## config.mk

```make
export PLATFORM = sky130hd
export DESIGN_NAME = ltp_seed_paths
export DESIGN_NICKNAME = d
export VERILOG_FILES = /design/src/rtl/ltp_pkg.sv /design/src/rtl/ltp_gen_path.sv /design/src/rtl/ltp_cmp_path.sv /design/src/rtl/ltp_seed_paths.sv
export SDC_FILE = /design/constraint.sdc
export NUM_CORES = 1
export LEC_CHECK = 0
export ABC_AREA = 1
export CORE_MARGIN = 1.5
export CORE_UTILIZATION = 40
export DETAILED_ROUTE_END_ITERATION = 10
export HOLD_SLACK_MARGIN = 0.03
export PLACE_DENSITY = 0.69
export SLEW_MARGIN = 20
export SYNTH_ARGS = -nofsm -noshare
export SYNTH_HDL_FRONTEND = slang
export SYNTH_SLANG_ARGS = --single-unit
```

## constraint.sdc

```tcl
create_clock -name clk -period 5.2 [get_ports clk]
set_input_delay 1.3 -clock clk [delete_from_list [all_inputs] [get_ports clk]]
set_output_delay 1.3 -clock clk [all_outputs]
set_load 0.03 [all_outputs]
```

## src/rtl/ltp_pkg.sv

```systemverilog
package ltp_pkg;
    localparam int BYTE_W     = 8;
    localparam int FIFO_DEPTH = 2;

    typedef logic [BYTE_W-1:0]                   byte_t;
    typedef logic [$clog2(FIFO_DEPTH+1)-1:0]     fcnt_t;
    typedef logic [$clog2(BYTE_W)-1:0]           bitpos_t;
    typedef byte_t [FIFO_DEPTH-1:0]              fifo_t;
endpackage

```

## src/rtl/ltp_gen_path.sv

```systemverilog
module ltp_gen_path
    import ltp_pkg::*;
#(
    parameter int                         SEGS   = 4,
    parameter int                         ADDR_W = 3,
    parameter logic [SEGS*BYTE_W-1:0]     TAPS   = 32'h8020_0003
) (
    input  logic              clk,
    input  logic              rst_n,
    input  logic              mode,
    input  logic              hold_en,
    input  logic              adv,
    input  logic              we,
    input  logic [ADDR_W-1:0] addr,
    input  byte_t             wdata,
    output logic              sdo,
    output logic              hold,
    output logic              tx_not_full
);
    localparam int W = SEGS * BYTE_W;

    typedef struct packed {
        logic [W-1:0]    lfsr;
        logic [SEGS-1:0] seeded;
        fifo_t           fifo;
        fcnt_t           cnt;
        bitpos_t         pos;
    } gen_st_t;

    gen_st_t q, d;
    logic    seg_hit;
    logic    pop;
    logic    push;
    fcnt_t   slot;

    always_comb begin
        d       = q;
        seg_hit = we && (addr < ADDR_W'(SEGS));
        pop     = 1'b0;
        push    = 1'b0;
        slot    = '0;
        if (!mode) begin
            d.seeded = '0;
        end
        if (mode) begin
            if (seg_hit) begin
                for (int k = 0; k < SEGS; k++) begin
                    if (addr == ADDR_W'(k)) begin
                        d.lfsr[k*BYTE_W +: BYTE_W] = wdata;
                        d.seeded[k]                = 1'b1;
                    end
                end
            end else if (adv) begin
                d.lfsr = {q.lfsr[W-2:0], ^(q.lfsr & TAPS)};
            end
        end else begin
            pop  = adv && (q.cnt != '0) && (q.pos == bitpos_t'(BYTE_W-1));
            push = we && (addr == '0) && (q.cnt < fcnt_t'(FIFO_DEPTH));
            slot = q.cnt - fcnt_t'(pop);
            if (adv && (q.cnt != '0)) begin
                d.pos = q.pos + bitpos_t'(1);
            end
            if (pop) begin
                for (int i = 0; i < FIFO_DEPTH-1; i++) begin
                    d.fifo[i] = q.fifo[i+1];
                end
            end
            if (push) begin
                for (int i = 0; i < FIFO_DEPTH; i++) begin
                    if (slot == fcnt_t'(i)) begin
                        d.fifo[i] = wdata;
                    end
                end
            end
            d.cnt = q.cnt - fcnt_t'(pop) + fcnt_t'(push);
        end
    end

    always_ff @(posedge clk or negedge rst_n) begin
        if (!rst_n) begin
            q <= '0;
        end else begin
            q <= d;
        end
    end

    assign hold        = mode && hold_en && !(&q.seeded);
    assign sdo         = mode ? q.lfsr[W-1] : ((q.cnt != '0) && q.fifo[0][q.pos]);
    assign tx_not_full = (q.cnt < fcnt_t'(FIFO_DEPTH));
endmodule

```

## src/rtl/ltp_cmp_path.sv

```systemverilog
module ltp_cmp_path
    import ltp_pkg::*;
#(
    parameter int                         SEGS   = 2,
    parameter int                         BASE   = 4,
    parameter int                         ADDR_W = 3,
    parameter logic [SEGS*BYTE_W-1:0]     POLY   = 16'h1021
) (
    input  logic                     clk,
    input  logic                     rst_n,
    input  logic                     mode,
    input  logic                     hold_en,
    input  logic                     adv,
    input  logic                     we,
    input  logic [ADDR_W-1:0]        addr,
    input  byte_t                    wdata,
    input  logic                     sdi,
    input  logic                     rx_pop,
    output logic [SEGS*BYTE_W-1:0]   sig,
    output logic                     hold,
    output byte_t                    rx_data,
    output logic                     rx_not_empty
);
    localparam int W = SEGS * BYTE_W;

    typedef struct packed {
        logic [W-1:0]    sig;
        logic [SEGS-1:0] seeded;
        byte_t           sh;
        bitpos_t         nbits;
        fifo_t           fifo;
        fcnt_t           cnt;
    } cmp_st_t;

    cmp_st_t q, d;
    logic    seg_hit;
    logic    fb;
    logic    pop;
    logic    push;
    byte_t   assembled;
    fcnt_t   slot;

    always_comb begin
        d         = q;
        seg_hit   = we && (addr >= ADDR_W'(BASE)) && (addr < ADDR_W'(BASE + SEGS));
        fb        = q.sig[W-1] ^ sdi;
        pop       = 1'b0;
        push      = 1'b0;
        slot      = '0;
        assembled = {sdi, q.sh[BYTE_W-1:1]};
        if (!mode) begin
            d.seeded = '0;
        end
        if (mode) begin
            if (seg_hit) begin
                for (int k = 0; k < SEGS; k++) begin
                    if (addr == ADDR_W'(BASE + k)) begin
                        d.sig[k*BYTE_W +: BYTE_W] = wdata;
                        d.seeded[k]               = 1'b1;
                    end
                end
            end else if (adv) begin
                d.sig = {q.sig[W-2:0], 1'b0} ^ (fb ? POLY : '0);
            end
        end else begin
            pop  = rx_pop && (q.cnt != '0);
            push = adv && (q.nbits == bitpos_t'(BYTE_W-1)) && (q.cnt < fcnt_t'(FIFO_DEPTH));
            slot = q.cnt - fcnt_t'(pop);
            if (adv) begin
                d.sh    = assembled;
                d.nbits = q.nbits + bitpos_t'(1);
            end
            if (pop) begin
                for (int i = 0; i < FIFO_DEPTH-1; i++) begin
                    d.fifo[i] = q.fifo[i+1];
                end
            end
            if (push) begin
                for (int i = 0; i < FIFO_DEPTH; i++) begin
                    if (slot == fcnt_t'(i)) begin
                        d.fifo[i] = assembled;
                    end
                end
            end
            d.cnt = q.cnt - fcnt_t'(pop) + fcnt_t'(push);
        end
    end

    always_ff @(posedge clk or negedge rst_n) begin
        if (!rst_n) begin
            q <= '0;
        end else begin
            q <= d;
        end
    end

    assign sig          = q.sig;
    assign hold         = mode && hold_en && !(&q.seeded);
    assign rx_data      = q.fifo[0];
    assign rx_not_empty = (q.cnt != '0);
endmodule

```

## src/rtl/ltp_seed_paths.sv

```systemverilog
module ltp_seed_paths
    import ltp_pkg::*;
#(
    parameter int                            GEN_SEGS = 4,
    parameter int                            CMP_SEGS = 2,
    parameter logic [GEN_SEGS*BYTE_W-1:0]    GEN_TAPS = 32'h8020_0003,
    parameter logic [CMP_SEGS*BYTE_W-1:0]    CMP_POLY = 16'h1021,
    localparam int                           ADDR_W   = $clog2(GEN_SEGS + CMP_SEGS),
    localparam int                           CMP_W    = CMP_SEGS * BYTE_W
) (
    input  logic              clk,
    input  logic              rst_n,
    input  logic              gen_mode,
    input  logic              gen_hold_en,
    input  logic              cmp_mode,
    input  logic              cmp_hold_en,
    input  logic              seed_we,
    input  logic [ADDR_W-1:0] seed_addr,
    input  logic [7:0]        seed_data,
    input  logic              shift_tick,
    input  logic              sdi,
    input  logic              rx_pop,
    output logic              sdo,
    output logic              clk_hold,
    output logic              tx_not_full,
    output logic              rx_not_empty,
    output logic [7:0]        rx_data,
    output logic [CMP_W-1:0]  sig_out
);
    logic gen_hold;
    logic cmp_hold;
    logic adv;

    assign clk_hold = gen_hold | cmp_hold;
    assign adv      = shift_tick & ~clk_hold;

    ltp_gen_path #(
        .SEGS   (GEN_SEGS),
        .ADDR_W (ADDR_W),
        .TAPS   (GEN_TAPS)
    ) u_gen (
        .clk         (clk),
        .rst_n       (rst_n),
        .mode        (gen_mode),
        .hold_en     (gen_hold_en),
        .adv         (adv),
        .we          (seed_we),
        .addr        (seed_addr),
        .wdata       (seed_data),
        .sdo         (sdo),
        .hold        (gen_hold),
        .tx_not_full (tx_not_full)
    );

    ltp_cmp_path #(
        .SEGS   (CMP_SEGS),
        .BASE   (GEN_SEGS),
        .ADDR_W (ADDR_W),
        .POLY   (CMP_POLY)
    ) u_cmp (
        .clk          (clk),
        .rst_n        (rst_n),
        .mode         (cmp_mode),
        .hold_en      (cmp_hold_en),
        .adv          (adv),
        .we           (seed_we),
        .addr         (seed_addr),
        .wdata        (seed_data),
        .sdi          (sdi),
        .rx_pop       (rx_pop),
        .sig          (sig_out),
        .hold         (cmp_hold),
        .rx_data      (rx_data),
        .rx_not_empty (rx_not_empty)
    );
endmodule

```

; Yosys cells after proc, flatten, opt, wreduce, memory -nomap -nowiden
; Index checks and enable logic that the tools add are counted.
[totals]
ff_bits = 104
input_bits = 21
out_inout_bits = 28
wordCells = 120
[op_classes]
n_addsub = 6
magnitude_cmp = 6
eq_ne = 15
n_mux = 32
bitwise_logic = 7
reduce_logical = 37
[ops]
columns = cell, count
row1 = 8-bit two-way mux, 12
row2 = 32-bit two-way mux, 2
row3 = 16-bit two-way mux, 2
row4 = 32-bit XOR reduction, 1
row5 = 3-bit AND reduction, 8
row6 = 16-bit by 13-bit XOR with 16-bit output, 1
row7 = 1-bit logical AND, 15
row8 = 13-bit two-way mux, 1
row9 = 3-bit equality test (second input constant), 4
row10 = 4-bit two-way mux, 3
row11 = 2-bit inequality test (second input constant), 6
row12 = 1-bit two-way mux, 8
row13 = 2-bit nonzero test, 4
row14 = 3-bit by 1-bit adder with 3-bit output (second input constant), 2
row15 = 3-bit by 2-bit equality test with 1-bit output (second input constant), 2
row16 = 3-bit less-than comparator (second input constant), 2
row17 = 2-bit two-way mux, 3
row18 = 2-bit AND reduction, 3
row19 = 2-bit by 1-bit adder with 2-bit output, 2
row20 = 2-bit by 1-bit equality test with 1-bit output (second input constant), 2
row21 = 2-bit logical NOT, 2
row22 = 2-bit less-than comparator (second input constant), 2
row23 = 3-bit by 4-bit less-than comparator with 1-bit output (second input constant), 1
row24 = 4-bit AND reduction, 1
row25 = 10 further kinds, 14

; Longest topological paths before layout
; Gate-level depths: netlist (run 1).
[depth]
depth_word = 12
mapped_depth = 15
ltp_nobuf = 14

; Cells and area by module
; A second synthesis (run 1) with hierarchy kept.
[unflattened]
cells_unflattened = 744
hier_area_um2 = 5654.2
[by_module_without_submodules]
columns = module, instances, cells_each, area_each_um2, seq_area_each_um2
row1 = ltp_gen_path, 1, 417, 3050.4, 1426.4
row2 = ltp_cmp_path, 1, 322, 2580.0, 1151.1
row3 = ltp_seed_paths, 1, 5, 23.8, 0.0

; Worst setup path after synthesis (run 1)
; Ideal clock, no wire load.
[synth_path]
path_type = in2out
startpoint = input port gen_mode
endpoint = output port sdo
arrival_ns = 2.145
t_required_ns = 3.900
setup_slack_ns = 1.755
path_stages = 5
n_path_buf = 2
path_cell_list = buf_6 > clkbuf_1 > nor2_1 > o211ai_1 > nand2_1
[synth_via]
elab_chain_len = 1
[synth_rtl]
columns = element, line_no
row1 = "start, declared", ltp_seed_paths.sv:13  ; input logic gen_mode,
row2 = 1-bit two-way mux, ltp_gen_path.sv:88  ; assign sdo = mode ? q.lfsr[W-1] : ((q.cnt != '0) && q.fifo[0][q.pos]);
row3 = "end, declared", ltp_seed_paths.sv:23  ; output logic sdo,
; No other way between the ends.

; Worst setup path in the final report (run 1)
[layout_path]
startpoint = input port cmp_hold_en
endpoint = output port clk_hold
[layout_via]
elab_chain_len = 3
[layout_rtl]
columns = element, line_no
row1 = "start, declared", ltp_seed_paths.sv:16  ; input logic cmp_hold_en,
row2 = 1-bit logical AND (2 in series), ltp_cmp_path.sv:98  ; assign hold = mode && hold_en && !(&q.seeded);
row3 = 1-bit OR, ltp_seed_paths.sv:34  ; assign clk_hold = gen_hold | cmp_hold;
row4 = "end, declared", ltp_seed_paths.sv:24  ; output logic clk_hold,
; No other way between the ends.

==> results of run 1 <==
## routing by layer
layer,vias to the layer above,wire [µm]
met4,0,114
met3,8,492
met2,85,5660
met5,-,0
li1,2415,-
met1,2178,6110
## registers in the layout (all words and copies together), names as in the netlist
| name | count |
|---|---|
| u_cmp.sig | 16 |
| u_cmp.assembled | 7 |
| u_cmp.q | 15 |
| u_cmp.rx_data | 8 |
| u_gen.q | 57 |
## layout by cell type, fill, tap and decap left out, types with 2 or more instances in the layout
cell type                         synthesis  routed
sky130_fd_sc_hd__nand3b_1                 8       8
sky130_fd_sc_hd__o21ai_1                 22      22
sky130_fd_sc_hd__o21ai_0                 67      67
sky130_fd_sc_hd__nor2_4                   2       2
sky130_fd_sc_hd__nand3_1                 24      24
sky130_fd_sc_hd__clkbuf_16                0       9
sky130_fd_sc_hd__nand3_4                  3       3
sky130_fd_sc_hd__or2_2                    2       2
sky130_fd_sc_hd__nand3_2                  5       5
sky130_fd_sc_hd__inv_1                  101     101
sky130_fd_sc_hd__a31oi_1                  2       2
sky130_fd_sc_hd__ha_1                     8       8
sky130_fd_sc_hd__buf_4                   24       4
sky130_fd_sc_hd__xor2_1                   5       5
sky130_fd_sc_hd__nor2_2                   2       2
sky130_fd_sc_hd__nand2_1                295     295
sky130_fd_sc_hd__o21ai_2                 14      14
sky130_fd_sc_hd__clkinv_4                 0       2
sky130_fd_sc_hd__a21oi_1                  4       4
sky130_fd_sc_hd__dfrtp_1                103     103
sky130_fd_sc_hd__nor2_1                  22      22
sky130_fd_sc_hd__nand2_2                  3       3
sky130_fd_sc_hd__o21bai_1                 8       8
sky130_fd_sc_hd__inv_2                    2       2
sky130_fd_sc_hd__o211ai_1                 2       2
sky130_fd_sc_hd__nand4_1                  8       8
sky130_fd_sc_hd__nand2_4                  3       3
sky130_fd_sc_hd__clkdlybuf4s50_1          0      47
## worst paths after layout
check                                        startpoint  cells after the start  slack, ps                      endpoint
worst max-delay path                        cmp_hold_en                      6        680                      clk_hold
worst min-delay path            u_cmp.q[19]$_DFFE_PN0P_                      2        480       u_cmp.q[19]$_DFFE_PN0P_
worst max register to register   u_gen.q[0]$_DFFE_PN0P_                     12       2560       u_gen.q[17]$_DFFE_PN0P_
worst min register to register  u_cmp.q[19]$_DFFE_PN0P_                      2        480       u_cmp.q[19]$_DFFE_PN0P_
max in group asynchronous                         rst_n                      2       3120       u_gen.q[54]$_DFFE_PN0P_
min in group asynchronous                         rst_n                      1       1070  u_cmp.rx_data[4]$_DFFE_PN0N_
## metrics by stage
| stage | hold slack (ps) | std cells | cell area, µm² |
|---|---|---|---|
| after floorplan | 444 | 773 | 5860 |
| after global placement | 458 | 959 | 6240 |
| after detailed placement | 467 | 959 | 6240 |
| after CTS | 484 | 975 | 6550 |
| after global routing | 499 | 975 | 6550 |
| final | 476 | 975 | 6550 |
## worst register-to-register path, cell delays in order (launching register included)
cell and delay [ps]:
sky130_fd_sc_hd__dfrtp_1 440, sky130_fd_sc_hd__ha_1 180, sky130_fd_sc_hd__ha_1 130, sky130_fd_sc_hd__inv_1 50, sky130_fd_sc_hd__nor2_2 360, sky130_fd_sc_hd__nand4_2 320
sky130_fd_sc_hd__inv_1 130, sky130_fd_sc_hd__ha_1 190, sky130_fd_sc_hd__xor2_1 110, sky130_fd_sc_hd__nor2_1 130, sky130_fd_sc_hd__nand3_2 250, sky130_fd_sc_hd__nand2_1 150
sky130_fd_sc_hd__o21ai_0 80
## cells by family (layout without fill, tap and decap cells)
family / count (synthesis) / after routing / share of synthesized area
AO/OA/AOI/OAI: 121 / 121 / 0.120
XOR/XNOR: 6 / 6 / 0.00897
adder cells (fa/ha/maj): 8 / 8 / 0.0171
buffers and inverters: 154 / 172 / 0.127
flip-flops: 103 / 103 / 0.440
AND/OR/NAND/NOR: 381 / 381 / 0.287
## cell usage after synthesis (3+ instances only)
cell                       count  area (µm²)
sky130_fd_sc_hd__ha_1          8         100
sky130_fd_sc_hd__nand2_2       3        18.8
sky130_fd_sc_hd__nand2_1     295        1110
sky130_fd_sc_hd__o21ai_0      67         335
sky130_fd_sc_hd__dfrtp_1     103        2580
sky130_fd_sc_hd__o21ai_1      22         110
sky130_fd_sc_hd__buf_4        24         180
sky130_fd_sc_hd__clkbuf_1      7        26.3
sky130_fd_sc_hd__nand4_1       8        50.1
sky130_fd_sc_hd__nand3_1      24         120
sky130_fd_sc_hd__o21ai_2      14         123
sky130_fd_sc_hd__xor2_1        5        43.8
sky130_fd_sc_hd__nand3_4       3        52.6
sky130_fd_sc_hd__inv_1       101         379
sky130_fd_sc_hd__nor2_1       22        82.6
sky130_fd_sc_hd__nand3b_1      8        60.1
sky130_fd_sc_hd__o21bai_1      8        60.1
sky130_fd_sc_hd__nand3_2       5        50.1
sky130_fd_sc_hd__nand2_4       3        33.8
sky130_fd_sc_hd__buf_2        10        50.1
sky130_fd_sc_hd__buf_6         6        67.6
sky130_fd_sc_hd__a21oi_1       4        20.0
## area by class of cell
| class | instances | area, µm² | area share |
|---|---|---|---|
| clock buffers | 10 | 239 | 0.0365 |
| clock inverters | 6 | 68.8 | 0.0105 |
| inverters | 105 | 397 | 0.0606 |
| multi-input cells | 516 | 2530 | 0.387 |
| flip-flops and latches | 103 | 2580 | 0.394 |
| well taps | 184 | 230 | 0.0352 |
| repair buffers | 51 | 500 | 0.0764 |
## power by group through the flow
stage	clock [mW]	sequential (mW)	combinational [mW]
after floorplan	0	1.16	0.954
after global placement	0	1.20	1.14
after detailed placement	0	1.21	1.16
after CTS	0.720	1.20	1.16
after global routing	0.756	1.22	1.33
final	0.699	1.20	1.15
==> flow_summary.rst, run 1 <==
.. list-table::
   :header-rows: 1

   * - Metric
     - Value
   * - Result of the run
     - finished, final reports clean
   * - Total die area
     - about 0.015 mm²
   * - Slowest CP cell
     - sky130_fd_sc_hd__clkdlybuf4s50_1
   * - Setup Slack @ Placement
     - around 730 ps
   * - Switching power of the nets
     - 1.17 mW
   * - Max Fanout on Critical Path
     - 9
   * - Most used routing layer
     - met2
   * - Fraction of registers with async set/reset
     - 1.00
   * - Top-level I/O count
     - between 40 and 50
   * - Final count of hold timing violations
     - 0
   * - Max-slew headroom
     - 0.375
   * - Number of violations of the max-capacitance limit
     - 0
   * - Largest stage delay on the critical path
     - approximately 600 ps
   * - Arrival time of the worst setup path
     - between 3000 and 4000 ps
   * - Peak Freq
     - 221 MHz
   * - P_int
     - 1.88 mW
   * - Total of cells resized after clock tree synthesis
     - 0
   * - Count of vias placed by the detailed router
     - around 4.7k
   * - Most used DFF post-synth
     - sky130_fd_sc_hd__dfrtp_1
   * - X dimension of the die
     - around 120 µm
   * - Placer congestion estimate
     - approximately 0.8
   * - Final worst path period need
     - ~4500 ps
   * - Ratio of routed vias to standard cells
     - roughly 4.8
   * - Syn. warnings
     - 0
   * - Combined buffer and inverter count along the critical path
     - 4
   * - VDD IR-drop max
     - between 0.2 and 0.25 mV
   * - Post-DRT Antenna Nets
     - 0
   * - Net count reported at finish
     - 815
   * - Count of flip-flops with a built-in enable after synthesis
     - 0
   * - Power share of the combinational group
     - 0.379
   * - Insertion delay of the later-clocked pin in the worst-skew pair
     - around 350 ps
   * - Post-synth cell types
     - 39
   * - Slew Viols, Final
     - 0
   * - Synthesized netlist cell count
     - around 770
   * - Crit start category
     - primary input
   * - Initial antenna violation count
     - 0
   * - Met1 Usage GRT
     - 0.251
   * - Part of the total power dissipated in the clock network
     - 0.229
   * - Type of element capturing the critical path
     - output port
   * - Root Buffer Master
     - sky130_fd_sc_hd__clkbuf_16
   * - #FFs+latches synth
     - between 100 and 150
   * - Overall global routing resource usage
     - 0.180
   * - Switching share of power
     - 0.385
   * - Portion of total power attributed to sequential cells
     - 0.392
   * - Clk sink count
     - 103
   * - Std-Cell Rows
     - between 40 and 50
   * - Setup slack of the critical path after layout
     - approximately 680 ps
   * - Met3 capacity usage during global routing
     - 0.0417
   * - # fillers
     - approximately 1.5k
   * - Total leakage power
     - ~3.4 nW
   * - CP Cell Sequence
     - clkdlybuf4s50_1 -> nand3_1 -> inv_1 -> nor2_1 -> inv_1 -> clkdlybuf4s50_1
   * - Post-CTS setup buffer count
     - 0
   * - Die Ht
     - about 120 µm
   * - IO Port Bufs
     - 48
   * - Required @ worst endpoint
     - ~4000 ps
   * - Top delay family on crit path
     - buffers and inverters
   * - Maximum number of pins on one net before global-route repair
     - 74
   * - Iteration count of the initial detailed-routing pass
     - 5
   * - Setup-failing EPs final
     - 0
   * - Post-synthesis average cell area
     - about 7.6 µm²
   * - Bufs on Longest Clock Path
     - 2
   * - Remaining routing DRC violations
     - 0
   * - Summed negative setup slack over all endpoints
     - 0 ps
   * - Core area
     - about 0.014 mm²
   * - Antenna diodes
     - 0
   * - CTS clk-pin slew, worst paths
     - about 70 ps
   * - Period utilisation layout
     - 0.869
   * - Starting density of the core
     - 0.406
   * - Clock tree from TritonCTS
     - built
   * - Total length of routed wires
     - about 12 mm
   * - Finished Core Util
     - 0.454
   * - Setup repair after global routing missed its margin
     - false
   * - Worst slew pin tran
     - roughly 940 ps
   * - Class of the tightest hold or removal check
     - flop to flop
   * - WL/cell
     - ~13 µm
   * - Ratio of total power to cell area
     - 466 mW/mm²
   * - Global-route wire length before repair
     - 21.6 mm
   * - HPWL Detailed
     - 8.85 mm
   * - Area Overhead vs Synth
     - 11.8%
   * - Total grt overflow
     - 0
   * - TritonCTS Buffers
     - 9
   * - Type of the worst setup path
     - primary input to output port
   * - Share of layout cells above drive strength 1
     - 0.0771
   * - Post-Synthesis Cell Area
     - just under 0.006 mm²
   * - Clock Skew
     - between 5 and 6 ps
   * - Number of global-route vias before repair
     - about 4.4k
   * - 1st-iter DRT viols
     - 348
   * - Met2 Track Usage GR
     - 0.288
   * - Deepest level of the CTS H-tree
     - 3
   * - Total power
     - 3.05 mW
   * - Fraction of the yosys area taken by sequential cells
     - 0.440
   * - Number of hold-repair buffers added at the cts stage
     - 0
   * - Synthesized net count
     - around 800
Note: power is estimated with default switching activity, not from simulation.
==> inputs of run 2 (changes only) <==
Settings changed: CELL_PAD_IN_SITES_DETAIL_PLACEMENT set to 0, CELL_PAD_IN_SITES_GLOBAL_PLACEMENT set to 1, PLACE_DENSITY 0.69 to 0.85.
==> run 2 against run 1 <==
Core utilization up 0.17 points. Critical path depth stayed put. Sequential power barely moved. Highest routed layer unchanged. Worst hold slack better by 3.7 ps. Worst setup slack better by 27 ps. Sequential cell count stayed put. Sequential share of layout area decreased by 0.15 points. Non-clock buffer count increased by 1. Maximum frequency increased by 0.61%. Cell count increased by 0.10%. Count of clock-buffer cells in the layout up 3.
==> flow_summary.rst, run 2 (synthesis gave the netlist of run 1 again) <==
.. list-table::
   :header-rows: 1

   * - Metric
     - Value
   * - TritonCTS Buffers
     - 9
   * - Bufs on Longest Clock Path
     - 2
   * - Total length of routed wires
     - between 10 and 15 mm
   * - HPWL Detailed
     - just over 9 mm
   * - Slew Viols, Final
     - 0
   * - Clock tree from TritonCTS
     - built
   * - Number of global-route vias before repair
     - between 4k and 5k
   * - Total of cells resized after clock tree synthesis
     - 0
   * - Final count of hold timing violations
     - 0
   * - Max Fanout on Critical Path
     - 9
   * - Area Overhead vs Synth
     - 12.2%
   * - Total leakage power
     - between 3 and 4 nW
   * - Count of vias placed by the detailed router
     - around 4.6k
   * - Top-level I/O count
     - between 40 and 50
   * - Clk sink count
     - 103
   * - Type of the worst setup path
     - primary input to output port
   * - Number of violations of the max-capacitance limit
     - 0
   * - Worst slew pin tran
     - around 630 ps
   * - Required @ worst endpoint
     - 3900 ps
   * - Deepest level of the CTS H-tree
     - 3
   * - Remaining routing DRC violations
     - 0
   * - CTS clk-pin slew, worst paths
     - 60 ps
   * - Final worst path period need
     - between 4000 and 5000 ps
   * - Std-Cell Rows
     - between 40 and 50
   * - Non-filler instance count after layout
     - 976
   * - Summed negative setup slack over all endpoints
     - 0 ps
   * - Antenna diodes
     - 0
   * - Setup-failing EPs final
     - 0
   * - VDD IR-drop max
     - 0.227 mV
   * - Insertion delay of the later-clocked pin in the worst-skew pair
     - around 350 ps
   * - WL/cell
     - about 13 µm
   * - Placed cells
     - 960
   * - Peak Freq
     - around 220 MHz
   * - IO Port Bufs
     - 48
   * - Most used cells in the layout excluding fill and tap cells
     - sky130_fd_sc_hd__nand2_1 (295), sky130_fd_sc_hd__dfrtp_1 (103), sky130_fd_sc_hd__inv_1 (101)
   * - Maximum number of pins on one net before global-route repair
     - roughly 50
   * - Total die area
     - between 0.015 and 0.02 mm²
   * - Total grt overflow
     - 0
   * - Iteration count of the initial detailed-routing pass
     - 5
   * - Register-to-Register Setup Slack
     - about 2600 ps
   * - Core area
     - approximately 0.014 mm²
   * - Hold Crit Start
     - u_cmp.q[19]$_DFFE_PN0P_
   * - Post-CTS setup buffer count
     - 0
   * - Flip-flop count of the largest register after layout
     - 57
   * - # fillers
     - 1,480
   * - Ratio of routed vias to standard cells
     - about 4.7
   * - Type of element capturing the critical path
     - output port
   * - Total power
     - ~3.1 mW
   * - Worst setup path start
     - cmp_mode
   * - Ratio of total power to cell area
     - about 470 mW/mm²
   * - Post-DRT Antenna Nets
     - 0
   * - Max-slew headroom
     - 0.580
   * - Register with the most flip-flops
     - u_gen.q
   * - Setup repair after global routing missed its margin
     - false
   * - Share of layout cells above drive strength 1
     - 0.0758
   * - Global-route wire length before repair
     - approximately 22 mm
   * - Crit start category
     - primary input
   * - X dimension of the die
     - 124 µm
   * - 1st-iter DRT viols
     - 310
   * - Worst reg2reg startpoint
     - u_gen.q[0]$_DFFE_PN0P_
   * - Final hold slack
     - around 480 ps
   * - Net count reported at finish
     - between 800 and 900
   * - Overall global routing resource usage
     - 0.185
   * - Number of hold-repair buffers added at the cts stage
     - 0
   * - Root Buffer Master
     - sky130_fd_sc_hd__clkbuf_16
   * - Arrival time of the worst setup path
     - 3190 ps
   * - Starting density of the core
     - 0.406
   * - Initial antenna violation count
     - 0
   * - Die Ht
     - roughly 120 µm
   * - Period utilisation layout
     - 0.863
   * - Result of the run
     - finished, final reports clean
   * - Class of the tightest hold or removal check
     - flop to flop
   * - Leading cell type in the layout, fill and taps excluded
     - sky130_fd_sc_hd__nand2_1
   * - Clock Skew
     - between 8 and 9 ps
   * - Placer congestion estimate
     - approximately 0.8
run 2: changes by cell type in the layout (fill, tap and decap cells not counted), sizes merged:
cell,change
bufinv,+1
inv,-1
clkinvlp,-1
clkinv,-2
clkbuf,+3
buf,+1
run 2: critical path, stage by stage:
cell and delay [ps]:
sky130_fd_sc_hd__clkdlybuf4s50_1 430, sky130_fd_sc_hd__nand3_1 220, sky130_fd_sc_hd__inv_1 70, sky130_fd_sc_hd__nor2_1 470
sky130_fd_sc_hd__inv_1 90, sky130_fd_sc_hd__clkdlybuf4s50_1 610
run 2: per-stage QoR:
step | utilization | setup slack (ps) | cell area (µm²)
finish | 0.456 | 710 | 6570
global route | 0.456 | 543 | 6570
CTS | 0.456 | 678 | 6570
detailed placement | 0.433 | 691 | 6250
global placement | 0.433 | 701 | 6250
floorplan | - | 1750 | 5860
run 2: final timing paths:
path,cells after the start,end
worst max-delay path,6,clk_hold
worst min-delay path,2,u_cmp.q[19]$_DFFE_PN0P_
worst max register to register,12,u_gen.q[17]$_DFFE_PN0P_
worst min register to register,2,u_cmp.q[19]$_DFFE_PN0P_
max in group asynchronous,2,u_gen.q[39]$_DFFE_PN0P_
min in group asynchronous,1,u_cmp.rx_data[3]$_DFFE_PN0N_
run 2: where the power goes:
part	internal (mW)	switching (mW)	total, mW
registers	1.03	0.173	1.20
logic	0.460	0.695	1.15
clock network	0.448	0.293	0.741
run 2: final cells by class:
cell class              count  area [µm²]  area share
inverters                 105         397      0.0603
repair buffers             52         508      0.0773
multi-input cells         516        2530       0.386
clock buffers              13         260      0.0396
flip-flops and latches    103        2580       0.392
clock inverters             3        65.1     0.00990
well taps                 184         230      0.0350
run 2: layer usage:
metal	track usage	vias to the layer above	part of all wire
li1	-	2410	-
met5	0	-	0
met4	0.0497	0	0.015
met2	0.294	63	0.47
met3	0.0421	13	0.032
met1	0.254	2127	0.49
==> inputs of run 3 (changes only) <==
Settings changed: CORE_UTILIZATION 40 to 41, PLACE_DENSITY 0.85 to 0.87.
==> run 3 against run 2 <==
Non-clock buffer count down 1. Global-route usage rose by 0.39 points. Critical path depth did not move. Via count up 0.41%. Maximum frequency about the same. Wire length increased by 1.2%. Combinational power hardly changed. First-iteration DRC count is 6.5% higher. Clock power up 6.9%. Critical endpoint unchanged.
==> flow_summary.rst, run 3 (synthesis gave the netlist of run 1 again) <==
.. list-table::
   :header-rows: 1

   * - Metric
     - Value
   * - Result of the run
     - finished, final reports clean
   * - Final worst path period need
     - about 4500 ps
   * - Class of the tightest hold or removal check
     - flop to flop
   * - Type of the worst setup path
     - primary input to output port
   * - Endpoint, Worst Hold
     - u_cmp.q[18]$_DFFE_PN0P_
   * - Peak Freq
     - about 220 MHz
   * - WL/cell
     - around 14 µm
   * - VDD IR-drop max
     - between 0.2 and 0.25 mV
   * - Placer congestion estimate
     - 0.784
   * - Count of vias placed by the detailed router
     - roughly 4.6k
   * - Setup-failing EPs final
     - 0
   * - Slew Viols, Final
     - 0
   * - Routed met2 length
     - between 6 and 7 mm
   * - Clock tree from TritonCTS
     - built
   * - Total power
     - around 3.1 mW
   * - Clock Skew
     - 9.98 ps
   * - Global-route wire length before repair
     - around 22 mm
   * - Total die area
     - around 0.015 mm²
   * - Deepest level of the CTS H-tree
     - 3
   * - Max Fanout on Critical Path
     - 9
   * - TritonCTS Buffers
     - 9
   * - Number of violations of the max-capacitance limit
     - 0
   * - Flip-flop count of the largest register after layout
     - 57
   * - 1st-iter DRT viols
     - 330
   * - Metal-1 WL
     - ~6.5 mm
   * - Total length of routed wires
     - 13.2 mm
   * - Total grt overflow
     - 0
   * - Worst slew pin tran
     - 740 ps
   * - Final count of hold timing violations
     - 0
   * - Period utilisation layout
     - 0.864
   * - Die Ht
     - ~120 µm
   * - Instance area at placement
     - between 0.006 and 0.007 mm²
   * - Antenna diodes
     - 0
   * - Number of global-route vias before repair
     - 4,078
   * - Maximum number of pins on one net before global-route repair
     - 78
   * - Initial antenna violation count
     - 0
   * - Area Overhead vs Synth
     - 12.4%
   * - Most used cells in the layout excluding fill and tap cells
     - sky130_fd_sc_hd__nand2_1 (295), sky130_fd_sc_hd__dfrtp_1 (103), sky130_fd_sc_hd__inv_1 (101)
   * - Top sig layer
     - met4
   * - Share of layout cells above drive strength 1
     - 0.0771
   * - Insertion delay of the later-clocked pin in the worst-skew pair
     - 360 ps
   * - Overall global routing resource usage
     - 0.189
   * - Number of hold-repair buffers added at the cts stage
     - 0
   * - Detailed route wirelength on metal3
     - around 410 µm
   * - IO Port Bufs
     - 48
   * - Bufs on Longest Clock Path
     - 2
   * - Cell depth of the worst flop-to-flop path
     - 12
   * - Crit start category
     - primary input
   * - Iteration count of the initial detailed-routing pass
     - 5
   * - Register-to-Register Setup Slack
     - between 2000 and 3000 ps
   * - Max-slew headroom
     - 0.507
   * - Top-level I/O count
     - between 40 and 50
   * - CTS clk-pin slew, worst paths
     - 70 ps
   * - Core area
     - around 0.014 mm²
   * - Ratio of total power to cell area
     - 477 mW/mm²
   * - Starting density of the core
     - 0.420
   * - Post-CTS setup buffer count
     - 0
   * - Post-DRT Antenna Nets
     - 0
   * - Register with the most flip-flops
     - u_gen.q
   * - Total leakage power
     - 3.42 nW
   * - Summed negative setup slack over all endpoints
     - 0 ps
   * - Finished Core Util
     - 0.473
   * - Setup Slack @ Placement
     - between 700 and 800 ps
   * - Required @ worst endpoint
     - approximately 3900 ps
   * - End of the worst register-to-register path
     - u_gen.q[13]$_DFFE_PN0P_
   * - X dimension of the die
     - around 120 µm
   * - Setup repair after global routing missed its margin
     - false
   * - Root Buffer Master
     - sky130_fd_sc_hd__clkbuf_16
   * - Net count reported at finish
     - just over 800
   * - # fillers
     - 1,373
   * - Type of element capturing the critical path
     - output port
   * - Clk sink count
     - roughly 100
   * - Hold Crit Start
     - u_cmp.q[18]$_DFFE_PN0P_
   * - Total of cells resized after clock tree synthesis
     - 0
   * - HPWL Detailed
     - 9.27 mm
   * - Leading cell type in the layout, fill and taps excluded
     - sky130_fd_sc_hd__nand2_1
   * - Number of cells on the worst hold path
     - 1
   * - Setup slack of the critical path after layout
     - a little over 700 ps
   * - Ratio of routed vias to standard cells
     - ~4.8
   * - Final design area excluding fillers
     - around 0.0066 mm²
   * - Arrival time of the worst setup path
     - between 3000 and 4000 ps
   * - Std-Cell Rows
     - between 40 and 50
   * - Remaining routing DRC violations
     - 0
   * - Worst reg2reg startpoint
     - u_gen.q[0]$_DFFE_PN0P_
run 3: where the power goes:
group | total, mW | internal, mW | switching (mW)
clock network | 0.792 | 0.471 | 0.320
logic | 1.15 | 0.460 | 0.694
registers | 1.20 | 1.03 | 0.171
total | 3.14 | 1.96 | 1.19
run 3: per-layer routing:
metal  up-vias  track usage
met3        14       0.0469
met5         -            0
met2        69        0.295
met1      2146        0.259
li1       2403            -
met4         0       0.0545
run 3: cell type report:
type | instances | area (µm²) | share of cell area
Clock buffer | 9 | 225 | 0.0342
Multi-Input combinational cell | 516 | 2530 | 0.385
Inverter | 105 | 397 | 0.0602
Timing Repair Buffer | 51 | 504 | 0.0766
Sequential cell | 103 | 2580 | 0.391
Clock inverter | 7 | 121 | 0.0184
Tap cell | 180 | 225 | 0.0342
run 3: stage by stage:
step / hold slack [ps] / cells
after floorplan: 444 / 773
after global placement: 457 / 955
after detailed placement: 465 / 955
after CTS: 483 / 971
after global routing: 507 / 971
final: 479 / 971
run 3: worst max-delay path: stages:
cell,delay (ps)
sky130_fd_sc_hd__clkdlybuf4s50_1,420
sky130_fd_sc_hd__nand3_1,270
sky130_fd_sc_hd__inv_1,80
sky130_fd_sc_hd__nor2_1,400
sky130_fd_sc_hd__inv_1,100
sky130_fd_sc_hd__clkdlybuf4s50_1,610
run 3: how the worst max path moves through the flow:
stage                           to  startpoint  slack [ps]
after floorplan                sdo    gen_mode        1750
after global placement    clk_hold    cmp_mode         740
after detailed placement  clk_hold    cmp_mode         730
after CTS                 clk_hold    cmp_mode         710
after global routing      clk_hold    cmp_mode         590
final                     clk_hold    cmp_mode         710
